--- config.mk ---
export PLATFORM = sky130hd
export DESIGN_NAME = smr_once_reg
export DESIGN_NICKNAME = d
export VERILOG_FILES = /design/src/rtl/smr_pkg.sv /design/src/rtl/smr_decode.sv /design/src/rtl/smr_store.sv /design/src/rtl/smr_readback.sv /design/src/rtl/smr_pin.sv /design/src/rtl/smr_once_reg.sv
export SDC_FILE = /design/constraint.sdc
export NUM_CORES = 1
export LEC_CHECK = 0
export ABC_AREA = 1
export BUFFER_PORTS_ARGS = -buffer_cell sky130_fd_sc_hd__buf_2
export CAP_MARGIN = 20
export CORE_MARGIN = 4
export CORE_UTILIZATION = 26
export CTS_CLUSTER_DIAMETER = 40
export DETAILED_ROUTE_END_ITERATION = 6
export GPL_ROUTABILITY_DRIVEN = 0
export PLACE_DENSITY_LB_ADDON = 0.25
export SLEW_MARGIN = 10
export SYNTH_ARGS = -nofsm -noshare
export SYNTH_HDL_FRONTEND = slang
export SYNTH_SLANG_ARGS = --single-unit
--- constraint.sdc ---
create_clock -name clk -period 2.44 [get_ports clk]
set_input_delay 0.732 -clock clk [delete_from_list [all_inputs] [get_ports clk]]
set_output_delay 0.732 -clock clk [all_outputs]
set_load 0.005 [all_outputs]
--- src/rtl/smr_pkg.sv ---
`timescale 1ns/1ps
package smr_pkg;
  localparam int CMD_W    = 16;
  localparam int ADDR_HI  = 15;
  localparam int ADDR_LO  = 14;
  localparam int POS_PICK = 13;
  localparam int POS_RO   = 12;
  localparam int POS_DEV  = 9;
  localparam int POS_EMU  = 8;
  localparam int POS_LIMP = 7;
  localparam logic [CMD_W-1:0] KEEP_MASK =
    (CMD_W'(1) << POS_DEV) | (CMD_W'(1) << POS_EMU) | (CMD_W'(1) << POS_LIMP);

  typedef struct packed {
    logic hit;
    logic pick;
    logic wr_req;
  } cmd_dec_t;
endpackage

--- src/rtl/smr_decode.sv ---
`timescale 1ns/1ps
module smr_decode
  import smr_pkg::*;
#(
  parameter logic [1:0] SEL_ADDR = 2'b01
) (
  input  logic             frame_valid,
  input  logic [CMD_W-1:0] frame_word,
  output cmd_dec_t         dec
);
  logic addr_match;

  always_comb begin
    addr_match = (frame_word[ADDR_HI:ADDR_LO] == SEL_ADDR);
    dec.hit    = frame_valid && addr_match;
    dec.pick   = frame_word[POS_PICK];
    dec.wr_req = frame_valid && addr_match && !frame_word[POS_RO];
  end
endmodule

--- src/rtl/smr_store.sv ---
`timescale 1ns/1ps
module smr_store
  import smr_pkg::*;
(
  input  logic             clk,
  input  logic             rst,
  input  logic             wr_req,
  input  logic [CMD_W-1:0] frame_word,
  input  logic             in_startup,
  input  logic             mode_reg_wr,
  input  logic             sdm_clear,
  input  logic             test_hv,
  output logic [CMD_W-1:0] smr_q
);
  logic             open_q;
  logic             first_q;
  logic             wr_ok;
  logic [CMD_W-1:0] smr_nxt;

  always_comb begin
    wr_ok   = wr_req && in_startup && open_q && !mode_reg_wr;
    smr_nxt = wr_ok ? (frame_word & KEEP_MASK) : smr_q;
    if (first_q && test_hv) smr_nxt[POS_DEV] = 1'b1;
    if (sdm_clear)          smr_nxt[POS_DEV] = 1'b0;
  end

  always_ff @(posedge clk) begin
    if (rst) begin
      smr_q   <= '0;
      open_q  <= 1'b1;
      first_q <= 1'b1;
    end else begin
      smr_q   <= smr_nxt;
      first_q <= 1'b0;
      if (wr_ok || mode_reg_wr) open_q <= 1'b0;
    end
  end

  p_once_r2: assert property (@(posedge clk) disable iff (rst)
    (!open_q) |=> $stable(smr_q[POS_EMU:POS_LIMP]))
    else $error("R2: stored flags changed after lock closed");

  p_mode_close_r3: assert property (@(posedge clk) disable iff (rst)
    mode_reg_wr |=> !open_q)
    else $error("R3: lock open after mode register write");

  p_test_sample_r6: assert property (@(posedge clk) disable iff (rst)
    (first_q && test_hv && !sdm_clear) |=> smr_q[POS_DEV])
    else $error("R6: test pin sample did not set flag");

  p_clear_r7: assert property (@(posedge clk) disable iff (rst)
    sdm_clear |=> !smr_q[POS_DEV])
    else $error("R7: clear did not take effect");

  p_rsv_zero_r11: assert property (@(posedge clk) disable iff (rst)
    (smr_q & ~KEEP_MASK) == '0)
    else $error("R11: reserved bit stored");
endmodule

--- src/rtl/smr_readback.sv ---
`timescale 1ns/1ps
module smr_readback #(
  parameter int DATA_W = 16
) (
  input  logic              clk,
  input  logic              rst,
  input  logic              hit,
  input  logic              pick,
  input  logic [DATA_W-1:0] irq_en_fb,
  input  logic [DATA_W-1:0] irq_fb,
  output logic              rd_valid,
  output logic [DATA_W-1:0] rd_data
);
  always_ff @(posedge clk) begin
    if (rst) begin
      rd_valid <= 1'b0;
      rd_data  <= '0;
    end else begin
      rd_valid <= hit;
      if (hit) rd_data <= pick ? irq_fb : irq_en_fb;
    end
  end

  p_rd_pulse_r5: assert property (@(posedge clk) disable iff (rst)
    hit |=> rd_valid)
    else $error("R5: no read return after selected frame");

  p_rd_quiet_r1: assert property (@(posedge clk) disable iff (rst)
    !hit |=> !rd_valid)
    else $error("R1: read return without selected frame");

  p_rd_hold_r5: assert property (@(posedge clk) disable iff (rst)
    !hit |=> $stable(rd_data))
    else $error("R5: read data moved without a frame");
endmodule

--- src/rtl/smr_pin.sv ---
`timescale 1ns/1ps
module smr_pin #(
  parameter int DIAG_W = 4
) (
  input  logic              clk,
  input  logic              rst,
  input  logic              emu,
  input  logic              limp,
  input  logic [DIAG_W-1:0] busfail_diag,
  input  logic              en_normal,
  input  logic              failsafe_entry,
  output logic              en_pin,
  output logic              cfg_limp
);
  logic diag_clean;

  always_comb diag_clean = (busfail_diag == '0);

  always_ff @(posedge clk) begin
    if (rst) begin
      en_pin   <= 1'b0;
      cfg_limp <= 1'b0;
    end else begin
      en_pin <= emu ? diag_clean : en_normal;
      if (failsafe_entry) cfg_limp <= limp;
    end
  end

  p_emu_pin_r8: assert property (@(posedge clk) disable iff (rst)
    emu |=> (en_pin == ($past(busfail_diag) == '0)))
    else $error("R8: emulated pin value wrong");

  p_normal_pin_r8: assert property (@(posedge clk) disable iff (rst)
    !emu |=> (en_pin == $past(en_normal)))
    else $error("R8: pin does not follow enable");

  p_limp_entry_r9: assert property (@(posedge clk) disable iff (rst)
    failsafe_entry |=> (cfg_limp == $past(limp)))
    else $error("R9: limp bit not applied on entry");

  p_limp_hold_r9: assert property (@(posedge clk) disable iff (rst)
    !failsafe_entry |=> $stable(cfg_limp))
    else $error("R9: limp bit moved without entry");
endmodule

--- src/rtl/smr_once_reg.sv ---
`timescale 1ns/1ps
module smr_once_reg
  import smr_pkg::*;
#(
  parameter int         DATA_W   = 16,
  parameter int         DIAG_W   = 4,
  parameter logic [1:0] SEL_ADDR = 2'b01
) (
  input  logic              clk,
  input  logic              rst,
  input  logic              frame_valid,
  input  logic [15:0]       frame_word,
  input  logic              in_startup,
  input  logic              mode_reg_wr,
  input  logic              sdm_clear,
  input  logic              test_hv,
  input  logic [DATA_W-1:0] irq_en_fb,
  input  logic [DATA_W-1:0] irq_fb,
  input  logic [DIAG_W-1:0] busfail_diag,
  input  logic              en_normal,
  input  logic              failsafe_entry,
  output logic              rd_valid,
  output logic [DATA_W-1:0] rd_data,
  output logic [15:0]       smr_word,
  output logic              suppress,
  output logic              en_pin,
  output logic              cfg_limp
);
  cmd_dec_t dec;

  smr_decode #(.SEL_ADDR(SEL_ADDR)) u_dec (
    .frame_valid (frame_valid),
    .frame_word  (frame_word),
    .dec         (dec)
  );

  smr_store u_store (
    .clk         (clk),
    .rst         (rst),
    .wr_req      (dec.wr_req),
    .frame_word  (frame_word),
    .in_startup  (in_startup),
    .mode_reg_wr (mode_reg_wr),
    .sdm_clear   (sdm_clear),
    .test_hv     (test_hv),
    .smr_q       (smr_word)
  );

  smr_readback #(.DATA_W(DATA_W)) u_rd (
    .clk       (clk),
    .rst       (rst),
    .hit       (dec.hit),
    .pick      (dec.pick),
    .irq_en_fb (irq_en_fb),
    .irq_fb    (irq_fb),
    .rd_valid  (rd_valid),
    .rd_data   (rd_data)
  );

  smr_pin #(.DIAG_W(DIAG_W)) u_pin (
    .clk            (clk),
    .rst            (rst),
    .emu            (smr_word[POS_EMU]),
    .limp           (smr_word[POS_LIMP]),
    .busfail_diag   (busfail_diag),
    .en_normal      (en_normal),
    .failsafe_entry (failsafe_entry),
    .en_pin         (en_pin),
    .cfg_limp       (cfg_limp)
  );

  always_comb suppress = smr_word[POS_DEV];

  p_ro_keep_r4: assert property (@(posedge clk) disable iff (rst)
    (frame_valid && frame_word[ADDR_HI:ADDR_LO] == SEL_ADDR &&
     frame_word[POS_RO] && !sdm_clear) |=> $stable(smr_word))
    else $error("R4: read-only frame changed register");

  p_other_addr_r1: assert property (@(posedge clk) disable iff (rst)
    (frame_valid && frame_word[ADDR_HI:ADDR_LO] != SEL_ADDR && !sdm_clear &&
     !test_hv) |=> $stable(smr_word))
    else $error("R1: unselected frame changed register");
endmodule

==> out/results.ini <==
[outcome]
status = complete, no violations

[timing]
skew_ns = 0.000457
slew_violations = 0
slew_headroom_pct = 60.5
finalHoldViolations = 0
period_share_pct = 61.5
max_freq_mhz = 666
finalSetupTns_ns = 0
rsz0062_at_grt = no
worstMarginPinSlew_ns = 0.592
fin_hold_ws_ns = 0.483
setup_viol = 0
fin_crit_ns = 1.50

[logic_synthesis]
synth_top_cell_by_area = dfxtp_1
synth_commonest_cells = dfxtp_1 (24), a21oi_1 (18), buf_4 (16), mux2i_1 (16), o21ai_1 (14)
synth_area_um2 = 1160
syn_avg_cell_area_um2 = 8.98
ys_seq_elements = 24
synth-edff-count = 0
synth_top_cell_area_share_pct = 41.5
synth_most_common_cell = dfxtp_1
postSynthCellCount = 129
ys_seq_area_share_pct = 41.5
yosys-top-cells-area = dfxtp_1 (41%), mux2i_1 (14%), buf_4 (10%)
synthArstFlopShare_pct = 0
ys_warn_count = 0
synth_ff_type = dfxtp_1
synth_cell_types = 20

[drt]
dr_total_vias = 1043
wl_per_cell_um = 10.7
drtPass1Iterations = 4
post-route-drc-count = 0
drtIter0Drc = 22
ant_nets = 0
via_per_inst = 4.19
routed_wl_um = 2670

[die]
die-height_um = 74.8
die_width_um = 74.8
start_util_pct = 26.8
rows = 24
dieArea_um2 = 5590
io-pin-count = 97
core_area_um2 = 4320

[hold_path]
worst_hold_path_type = flip-flop to flip-flop
min_path_cells = 2

[cells_and_area]
syn2layout_area_growth_pct = 32.4
n_antenna_cell = 0
drive_gt1_share_pct = 43.1
fin_cells = 249
final_net_count = 259

[cts]
clock_latency_ns = 0.26
cts_setup_buffers = 0
max-clock-path-buffers = 2
cts_sinks = 24
hold_buffers = 0
htree_levels = 1
clkTransAtPathRegs_ns = 0.09
ctsResizeCount = 0
tritoncts = yes
cts_buffers = 3
root_buffer = clkbuf_8

[setup_path]
endpoint_kind = primary output
slowest_delay_ns = 0.37
path_class = flip-flop to primary output
worst-path-stages = 1
path_cells = buf_2
cp_slowest_cell = dfxtp_1
arrival_ns = 0.77
cp_top_family = flip-flops
ff2ff_path_depth = 7
path_buf_inv = 1
required_ns = 1.71
critPathMaxFanout = 4
worstSetupStartpointType = flip-flop

[place]
io_buffer_count = 74
hpwl_um = 2080
placed_cells = 245

[power_and_ir_drop]
p_leak_nw = 0.829
power_density_nw_per_um2 = 584
finalPower_uw = 896
ir_drop_v = 0.000275

[grt]
grt_pass1_wl_um = 4000
global_route.usage.total_pct = 9.34
grt_pass1_vias = 871
antenna_found_initial = 0
grt_start_max_net_pins = 25
gr-total-overflow = 0

[flow_run]
maxCapViolCount = 0

## metal layers
metal	track usage, %	share of wire (%)	vias to the layer above
met1	12.4	44	450
met4	4.15	0.79	0
met3	3.20	12	2
met2	13.7	43	49
met5	0	0	-
li1	-	-	542
## power breakdown
group	internal, mW	switching, mW
Clock	0.219	0.130
Sequential	0.410	0.00740
Combinational	0.0661	0.0631
## cell families after synthesis
kind of cell,Yosys count,synth area share (%)
AO/OA/AOI/OAI,40,17.9
other,1,0.324
AND/OR/NAND/NOR,18,8.32
buffers and inverters,30,18.1
flip-flops,24,41.5
multiplexers,16,13.8
## worst min-delay path, stage by stage (launching register included)
cell and delay (ns):
dfxtp_1 0.32, inv_1 0.07, a21oi_1 0.06
## state kept, by name (all words and copies together) (netlist names)
register,count
u_pin.cfg_limp,1
u_pin.en_pin,1
u_rd.rd_data,16
u_rd.rd_valid,1
u_store.first_q,1
u_store.open_q,1
u_store.smr_q,3
## cells in the final DEF (no fill, tap or decap), drive strengths merged
cell	Yosys	routed
nor2	7	7
dfxtp	24	24
nand4	1	1
clkbuf	0	3
inv	7	7
o21ai	20	20
conb	1	13
buf	23	75
a21oi	20	20
bufinv	0	1
mux2i	16	16
nand2	8	8
nand3	2	2
## per-stage QoR
step	util (%)	instance area, um2	setup WS (ns)
after global routing	35.5	1530	0.847
after global placement	33.8	1460	0.700
after floorplan	-	1200	1.09
final	35.5	1530	0.940
after CTS	35.5	1530	0.908
after detailed placement	33.8	1460	0.682
## final cells by class
class,count,area (um2)
fillers,471,2790
inverters,7,26.3
well taps,52,65.1
clock buffers,3,41.3
clock inverters,1,30.0
repair buffers,75,378
flip-flops and latches,24,480
multi-input cells,87,513
## final timing paths
kind	from	endpoint	slack, ns
worst max-delay path	u_store.smr_q[8]	smr_word[8]	0.94
worst min-delay path	u_store.smr_q[7]	u_pin.cfg_limp	0.48
worst max register to register	u_store.open_q	u_store.smr_q[9]	1.42
worst min register to register	u_store.smr_q[7]	u_pin.cfg_limp	0.48
No activity file was read; power rests on OpenSTA's default activity.
